$ cat src/rtl/mii_rx_pkg.sv
package mii_rx_pkg;

  typedef enum logic [1:0] {
    ST_IDLE,
    ST_PRE,
    ST_DATA,
    ST_DROP
  } rx_state_e;

  localparam logic [3:0]  NIB_PRE     = 4'h5;
  localparam logic [3:0]  NIB_SFD     = 4'hD;
  localparam logic [31:0] CRC_POLY    = 32'hEDB8_8320;
  localparam logic [31:0] CRC_PRESET  = 32'hFFFF_FFFF;
  localparam logic [31:0] CRC_RESIDUE = 32'hDEBB_20E3;

  typedef struct packed {
    logic crc_err;
    logic len_err;
    logic align_err;
    logic rx_err;
  } rx_status_t;

  // One byte through the reflected CRC-32, least significant bit first.
  function automatic logic [31:0] crc32_byte(input logic [31:0] c_in,
                                             input logic [7:0]  d);
    logic [31:0] c;
    c = c_in;
    for (int i = 0; i < 8; i++) begin
      if (c[0] ^ d[i]) c = (c >> 1) ^ CRC_POLY;
      else             c = c >> 1;
    end
    return c;
  endfunction

endpackage

$ cat src/rtl/mii_rx_sfd_fsm.sv
module mii_rx_sfd_fsm
  import mii_rx_pkg::*;
(
  input  logic       clk,
  input  logic       rst_n,
  input  logic       rx_dv,
  input  logic [3:0] rxd,
  output rx_state_e  state_o,
  output logic       frm_begin,
  output logic       nib_en,
  output logic       frm_end
);

  rx_state_e st_q, st_nx;

  always_comb begin
    st_nx     = st_q;
    frm_begin = 1'b0;
    nib_en    = 1'b0;
    frm_end   = 1'b0;
    unique case (st_q)
      ST_IDLE, ST_PRE: begin
        if (!rx_dv) begin
          st_nx = ST_IDLE;
        end else if (rxd == NIB_SFD) begin
          st_nx     = ST_DATA;
          frm_begin = 1'b1;
        end else if (rxd == NIB_PRE) begin
          st_nx = ST_PRE;
        end else begin
          st_nx = ST_DROP;
        end
      end
      ST_DATA: begin
        if (rx_dv) begin
          nib_en = 1'b1;
        end else begin
          frm_end = 1'b1;
          st_nx   = ST_IDLE;
        end
      end
      ST_DROP: begin
        if (!rx_dv) st_nx = ST_IDLE;
      end
      default: st_nx = ST_IDLE;
    endcase
  end

  always_ff @(posedge clk or negedge rst_n) begin
    if (!rst_n) st_q <= ST_IDLE;
    else        st_q <= st_nx;
  end

  assign state_o = st_q;

endmodule

$ cat src/rtl/mii_rx_nibble_pack.sv
module mii_rx_nibble_pack #(
  parameter int NIB_W = 4,
  localparam int BYTE_W = 2 * NIB_W
) (
  input  logic              clk,
  input  logic              rst_n,
  input  logic              clear,
  input  logic              nib_en,
  input  logic [NIB_W-1:0]  nib,
  output logic              byte_en,
  output logic [BYTE_W-1:0] byte_o,
  output logic              odd_o
);

  logic [NIB_W-1:0] lo_q;
  logic             odd_q;

  always_ff @(posedge clk or negedge rst_n) begin
    if (!rst_n) begin
      lo_q  <= '0;
      odd_q <= 1'b0;
    end else if (clear) begin
      odd_q <= 1'b0;
    end else if (nib_en) begin
      odd_q <= ~odd_q;
      if (!odd_q) lo_q <= nib;
    end
  end

  assign byte_en = nib_en & odd_q;
  assign byte_o  = {nib, lo_q};
  assign odd_o   = odd_q;

endmodule

$ cat src/rtl/mii_rx_crc32.sv
module mii_rx_crc32
  import mii_rx_pkg::*;
(
  input  logic        clk,
  input  logic        rst_n,
  input  logic        clear,
  input  logic        en,
  input  logic [7:0]  data,
  output logic [31:0] crc_o
);

  logic [31:0] crc_q;

  always_ff @(posedge clk or negedge rst_n) begin
    if (!rst_n)     crc_q <= CRC_PRESET;
    else if (clear) crc_q <= CRC_PRESET;
    else if (en)    crc_q <= crc32_byte(crc_q, data);
  end

  assign crc_o = crc_q;

endmodule

$ cat src/rtl/mii_rx_deframer.sv
module mii_rx_deframer
  import mii_rx_pkg::*;
#(
  parameter int MIN_LEN = 64,
  parameter int MAX_LEN = 1518,
  localparam int CNT_W = $clog2(MAX_LEN + 2)
) (
  input  logic       clk,
  input  logic       rst_n,
  input  logic       rx_dv,
  input  logic       rx_er,
  input  logic [3:0] rxd,
  output logic       m_valid,
  output logic [7:0] m_data,
  output logic       m_first,
  output logic       m_last,
  output logic       sts_valid,
  output logic       sts_crc_err,
  output logic       sts_len_err,
  output logic       sts_align_err,
  output logic       sts_rx_err
);

  localparam logic [CNT_W-1:0] CNT_SAT = CNT_W'(MAX_LEN + 1);
  localparam logic [CNT_W-1:0] CNT_MIN = CNT_W'(MIN_LEN);
  localparam logic [CNT_W-1:0] CNT_MAX = CNT_W'(MAX_LEN);

  rx_state_e   state;
  logic        frm_begin, nib_en, frm_end;
  logic        byte_en, odd;
  logic [7:0]  byte_w;
  logic [31:0] crc;

  mii_rx_sfd_fsm u_fsm (
    .clk       (clk),
    .rst_n     (rst_n),
    .rx_dv     (rx_dv),
    .rxd       (rxd),
    .state_o   (state),
    .frm_begin (frm_begin),
    .nib_en    (nib_en),
    .frm_end   (frm_end)
  );

  mii_rx_nibble_pack #(.NIB_W(4)) u_pack (
    .clk     (clk),
    .rst_n   (rst_n),
    .clear   (frm_begin),
    .nib_en  (nib_en),
    .nib     (rxd),
    .byte_en (byte_en),
    .byte_o  (byte_w),
    .odd_o   (odd)
  );

  mii_rx_crc32 u_crc (
    .clk   (clk),
    .rst_n (rst_n),
    .clear (frm_begin),
    .en    (byte_en),
    .data  (byte_w),
    .crc_o (crc)
  );

  // Sticky receive-error flag, re-armed while the line is idle.
  logic er_q;
  always_ff @(posedge clk or negedge rst_n) begin
    if (!rst_n)                er_q <= 1'b0;
    else if (state == ST_IDLE) er_q <= rx_dv & rx_er;
    else                       er_q <= er_q | (rx_dv & rx_er);
  end

  // Whole-byte counter, saturating just above the upper limit.
  logic [CNT_W-1:0] cnt_q;
  always_ff @(posedge clk or negedge rst_n) begin
    if (!rst_n)                          cnt_q <= '0;
    else if (frm_begin)                  cnt_q <= '0;
    else if (byte_en && cnt_q != CNT_SAT) cnt_q <= cnt_q + 1'b1;
  end

  // One-byte hold stage so the final byte can carry the last marker.
  logic       hold_vld, hold_first;
  logic [7:0] hold_data;
  rx_status_t sts_nx;

  always_comb begin
    sts_nx.crc_err   = (crc != CRC_RESIDUE);
    sts_nx.len_err   = (cnt_q < CNT_MIN) || (cnt_q > CNT_MAX);
    sts_nx.align_err = odd;
    sts_nx.rx_err    = er_q;
  end

  always_ff @(posedge clk or negedge rst_n) begin
    if (!rst_n) begin
      hold_vld      <= 1'b0;
      hold_first    <= 1'b0;
      hold_data     <= '0;
      m_valid       <= 1'b0;
      m_data        <= '0;
      m_first       <= 1'b0;
      m_last        <= 1'b0;
      sts_valid     <= 1'b0;
      sts_crc_err   <= 1'b0;
      sts_len_err   <= 1'b0;
      sts_align_err <= 1'b0;
      sts_rx_err    <= 1'b0;
    end else begin
      m_valid   <= 1'b0;
      m_first   <= 1'b0;
      m_last    <= 1'b0;
      sts_valid <= 1'b0;
      if (frm_begin) begin
        hold_vld <= 1'b0;
      end else if (byte_en) begin
        m_valid    <= hold_vld;
        m_data     <= hold_data;
        m_first    <= hold_vld & hold_first;
        hold_vld   <= 1'b1;
        hold_data  <= byte_w;
        hold_first <= (cnt_q == '0);
      end else if (frm_end) begin
        m_valid       <= hold_vld;
        m_data        <= hold_data;
        m_first       <= hold_vld & hold_first;
        m_last        <= hold_vld;
        hold_vld      <= 1'b0;
        sts_valid     <= 1'b1;
        sts_crc_err   <= sts_nx.crc_err;
        sts_len_err   <= sts_nx.len_err;
        sts_align_err <= sts_nx.align_err;
        sts_rx_err    <= sts_nx.rx_err;
      end
    end
  end

endmodule

$ cat config.mk
export PLATFORM = sky130hd
export DESIGN_NAME = mii_rx_deframer
export DESIGN_NICKNAME = d
export VERILOG_FILES = /design/src/rtl/mii_rx_pkg.sv /design/src/rtl/mii_rx_sfd_fsm.sv /design/src/rtl/mii_rx_nibble_pack.sv /design/src/rtl/mii_rx_crc32.sv /design/src/rtl/mii_rx_deframer.sv
export SDC_FILE = /design/constraint.sdc
export NUM_CORES = 1
export LEC_CHECK = 0
export ABC_AREA = 1
export BUFFER_PORTS_ARGS = -buffer_cell sky130_fd_sc_hd__buf_2
export CORE_MARGIN = 2
export CORE_UTILIZATION = 45
export CTS_CLUSTER_SIZE = 30
export DETAILED_ROUTE_END_ITERATION = 8
export PLACE_DENSITY = 0.72
export RECOVER_POWER = 50
export SLEW_MARGIN = 30
export SYNTH_ARGS = -nofsm -noshare
export SYNTH_HDL_FRONTEND = slang
export SYNTH_SLANG_ARGS = --single-unit
$ cat constraint.sdc
create_clock -name clk -period 3.3 [get_ports clk]
set_clock_uncertainty 0.2 [all_clocks]
set_input_delay 0.33 -clock clk [delete_from_list [all_inputs] [get_ports clk]]
set_output_delay 0.33 -clock clk [all_outputs]
set_load 0.01 [all_outputs]
==> metrics.cfg <==
[outcome]
status = finished, violations left
violations = capacitance limit, slew limit

[drt]
vias_per_cell = 5.190
wirelength_microns = 10650
vias = 3846
drtIter0Drc = 343
ant_nets = 0
route.detailed.drc = 0
firstDrtPassIters = 5
wl_per_cell_microns = 14.37

[power]
p_leak_nw = 2.448
power.clock.fraction_pct = 14.3
swShare_pct = 47.84
p_int_mw = 2.745
vdd_drop_max_v = 0.0003375
pwr_density_cell_nw_per_um2 = 1079
pwr-share-comb_pct = 51.7
pwr-share-seq_pct = 34.0
switchingPower_mw = 2.517

[synthesis]
synth_nets = 586
async_reset_ff_share_pct = 100.0
synth_top_cell_by_area = dfrtp_1
syn_area_sq_um = 4437
synthFlopType = dfrtp_1
synth_cell_types = 37
synthTopCellsByCount = nand2_1 (171), inv_1 (91), nand3_1 (46)
yosysSeqAreaShare_pct = 44.33
yosysWarnings = 0
syn_inst = 576
ys_ff_latch = 77
synth.avg_cell_area_sq_um = 7.703
synth-edff-count = 0
yosys.area.top_type_share_pct = 25.38
yosys-top-cells-area = dfrtp_1 (25%), dfstp_2 (19%), nand2_1 (14%)
yosysMostFrequentCell = nand2_1

[floorplan]
die_w_microns = 103.3
rows = 36
initial_core_util_pct = 45.81
core_area_sq_um = 9684
ios = 24
die_h_microns = 103.3
dieArea_sq_um = 10670

[clocking]
cts_sinks = 77
htreeDepth = 3
root_buffer = clkbuf_8
cts_tree = done
cts_buffer_depth = 2
postCtsSetupBuffers = 0
insertion_delay_ns = 0.38
clk_pin_slew_worst_paths_ns = 0.10
cts_inserted_buffers = 9

[sta]
hold_violations = 0
timing.fmax_mhz = 424.4
tns_ns = 0
finalSetupViolCount = 0
period_minus_slack_ns = 2.356
slew_viol_final = 78
worstMarginPinSlew_ns = 1.881
fin_ws_ns = 0.9438
min_period_over_period_pct = 71.40
max_slew_margin_pct = -25.38
rsz0062_at_grt = false
hold-worst-slack_ns = 0.02570

[setup_path]
critPathBufInv = 2
cp-startpoint = rst_n
r2r_start = u_fsm.state_o[1]
reg2reg_depth = 10
worstPathArrival_ns = 2.28
ff2ff_setup_slack_ns = 0.94
crit_type = in2async
endpoint = hold_data[3]
path_depth = 2
start_kind = input port
required_ns = 3.22
path_max_fanout = 77
cpPeakStageDelay_ns = 1.35
endpoint_kind = asynchronous set/reset pin
r2r_end = u_crc.crc_o[20]
path_delay_family = buffers and inverters
crit_chain = dlygate4sd3_1 > clkbuf_2
slowest_stage = clkbuf_2

[placed_design]
dp_slack_ns = 0.9149
gp_congestion = 0.9839
port_buffers = 23
dp_hpwl_microns = 7579

[grt]
grt_pass1_vias = 3755
grt_start_max_net_pins = 78
grt_use_total_pct = 21.54
grt_pass1_wl_microns = 17710
overflow = 0
antenna_found_initial = 0

[final_layout]
n_fill_cell = 939
drive_above_1_share_pct = 16.12
antenna_cells = 0
area_growth_pct = 9.955
final_nets = 613

[min_path]
hold_class = in2reg

[flow_run]
drv_cap = 1

[area by class of cell]
type | count | area (sq um) | area share (%)
clock buffers | 9 | 123.9 | 2.539
clock inverters | 7 | 82.58 | 1.693
inverters | 94 | 352.8 | 7.233
multi-input cells | 394 | 2041 | 41.83
flip-flops and latches | 77 | 1967 | 40.32
well taps | 133 | 166.4 | 3.411
repair buffers | 27 | 145.1 | 2.975
[registers in the layout, indices dropped and copies added, names as in the netlist, 2 cells and up]
signal         flops
u_fsm.state_o      2
u_crc.crc_o       32
hold_data          8
u_pack.lo_q        4
m_data             8
cnt_q             11
[power groups by stage]
stage          Sequential [mW]  Clock [mW]  Combinational, mW
4_1_cts                   1.78       0.762               2.68
3_5_place_dp              1.79           0               2.66
3_3_place_gp              1.78           0               2.58
2_1_floorplan             1.72           0               2.07
5_1_grt                   1.84       0.804               3.10
6_report                  1.79       0.754               2.72
[repair_timing]
item                                   4_1_cts  5_1_grt
hold buffers                                 2        0
gates resized for setup                      0        0
endpoints found under the hold margin       46        0
[layout by cell type (no fill, tap or decap), drive strengths merged, types with 6 or more instances in the layout]
master and instances:
nand2 183, inv 96, nand3 47, dfrtp 45, o21ai 44, nor2 33, xor2 32, dfstp 32
buf 20, clkbuf 14, o22ai 9, nand4 8, nor3 8, xnor2 6
[how the worst min path moves through the flow]
stage,start,endpoint,cells after the start,slack [ns]
3_5_place_dp,m_data[4],m_data[4],2,0.27
6_report,rxd[0],hold_data[4],3,0.03
4_1_cts,rxd[0],hold_data[4],3,0.03
5_1_grt,rxd[0],hold_data[4],3,0.05
3_3_place_gp,hold_first,m_first,2,0.25
2_1_floorplan,rst_n,cnt_q[0],0,-0.17
[through the flow]
step | cell area [sq um] | cells | utilization, % | total power [mW]
after detailed placement | 4667 | 723 | 48.19 | 4.460
after CTS | 4893 | 741 | 50.53 | 5.226
after floorplan | 4437 | 576 | - | 3.789
final | 4878 | 741 | 50.37 | 5.262
after global placement | 4667 | 723 | 48.19 | 4.358
after global routing | 4878 | 741 | 50.37 | 5.745
[per-layer routing]
metal	track usage, %	wire length [microns]
met1	27.20	4673
met2	36.36	5145
met3	3.562	541
met4	9.717	288
met5	0	0
[logic make-up after synthesis]
family | count (synthesis) | synth area share (%)
xor+xnor | 38 | 7.671
flops | 77 | 44.33
compound gates | 71 | 9.842
buf+inv | 105 | 9.504
simple gates | 283 | 28.09
fa+ha+maj | 2 | 0.5639
Power figures use the tool's default switching activity.
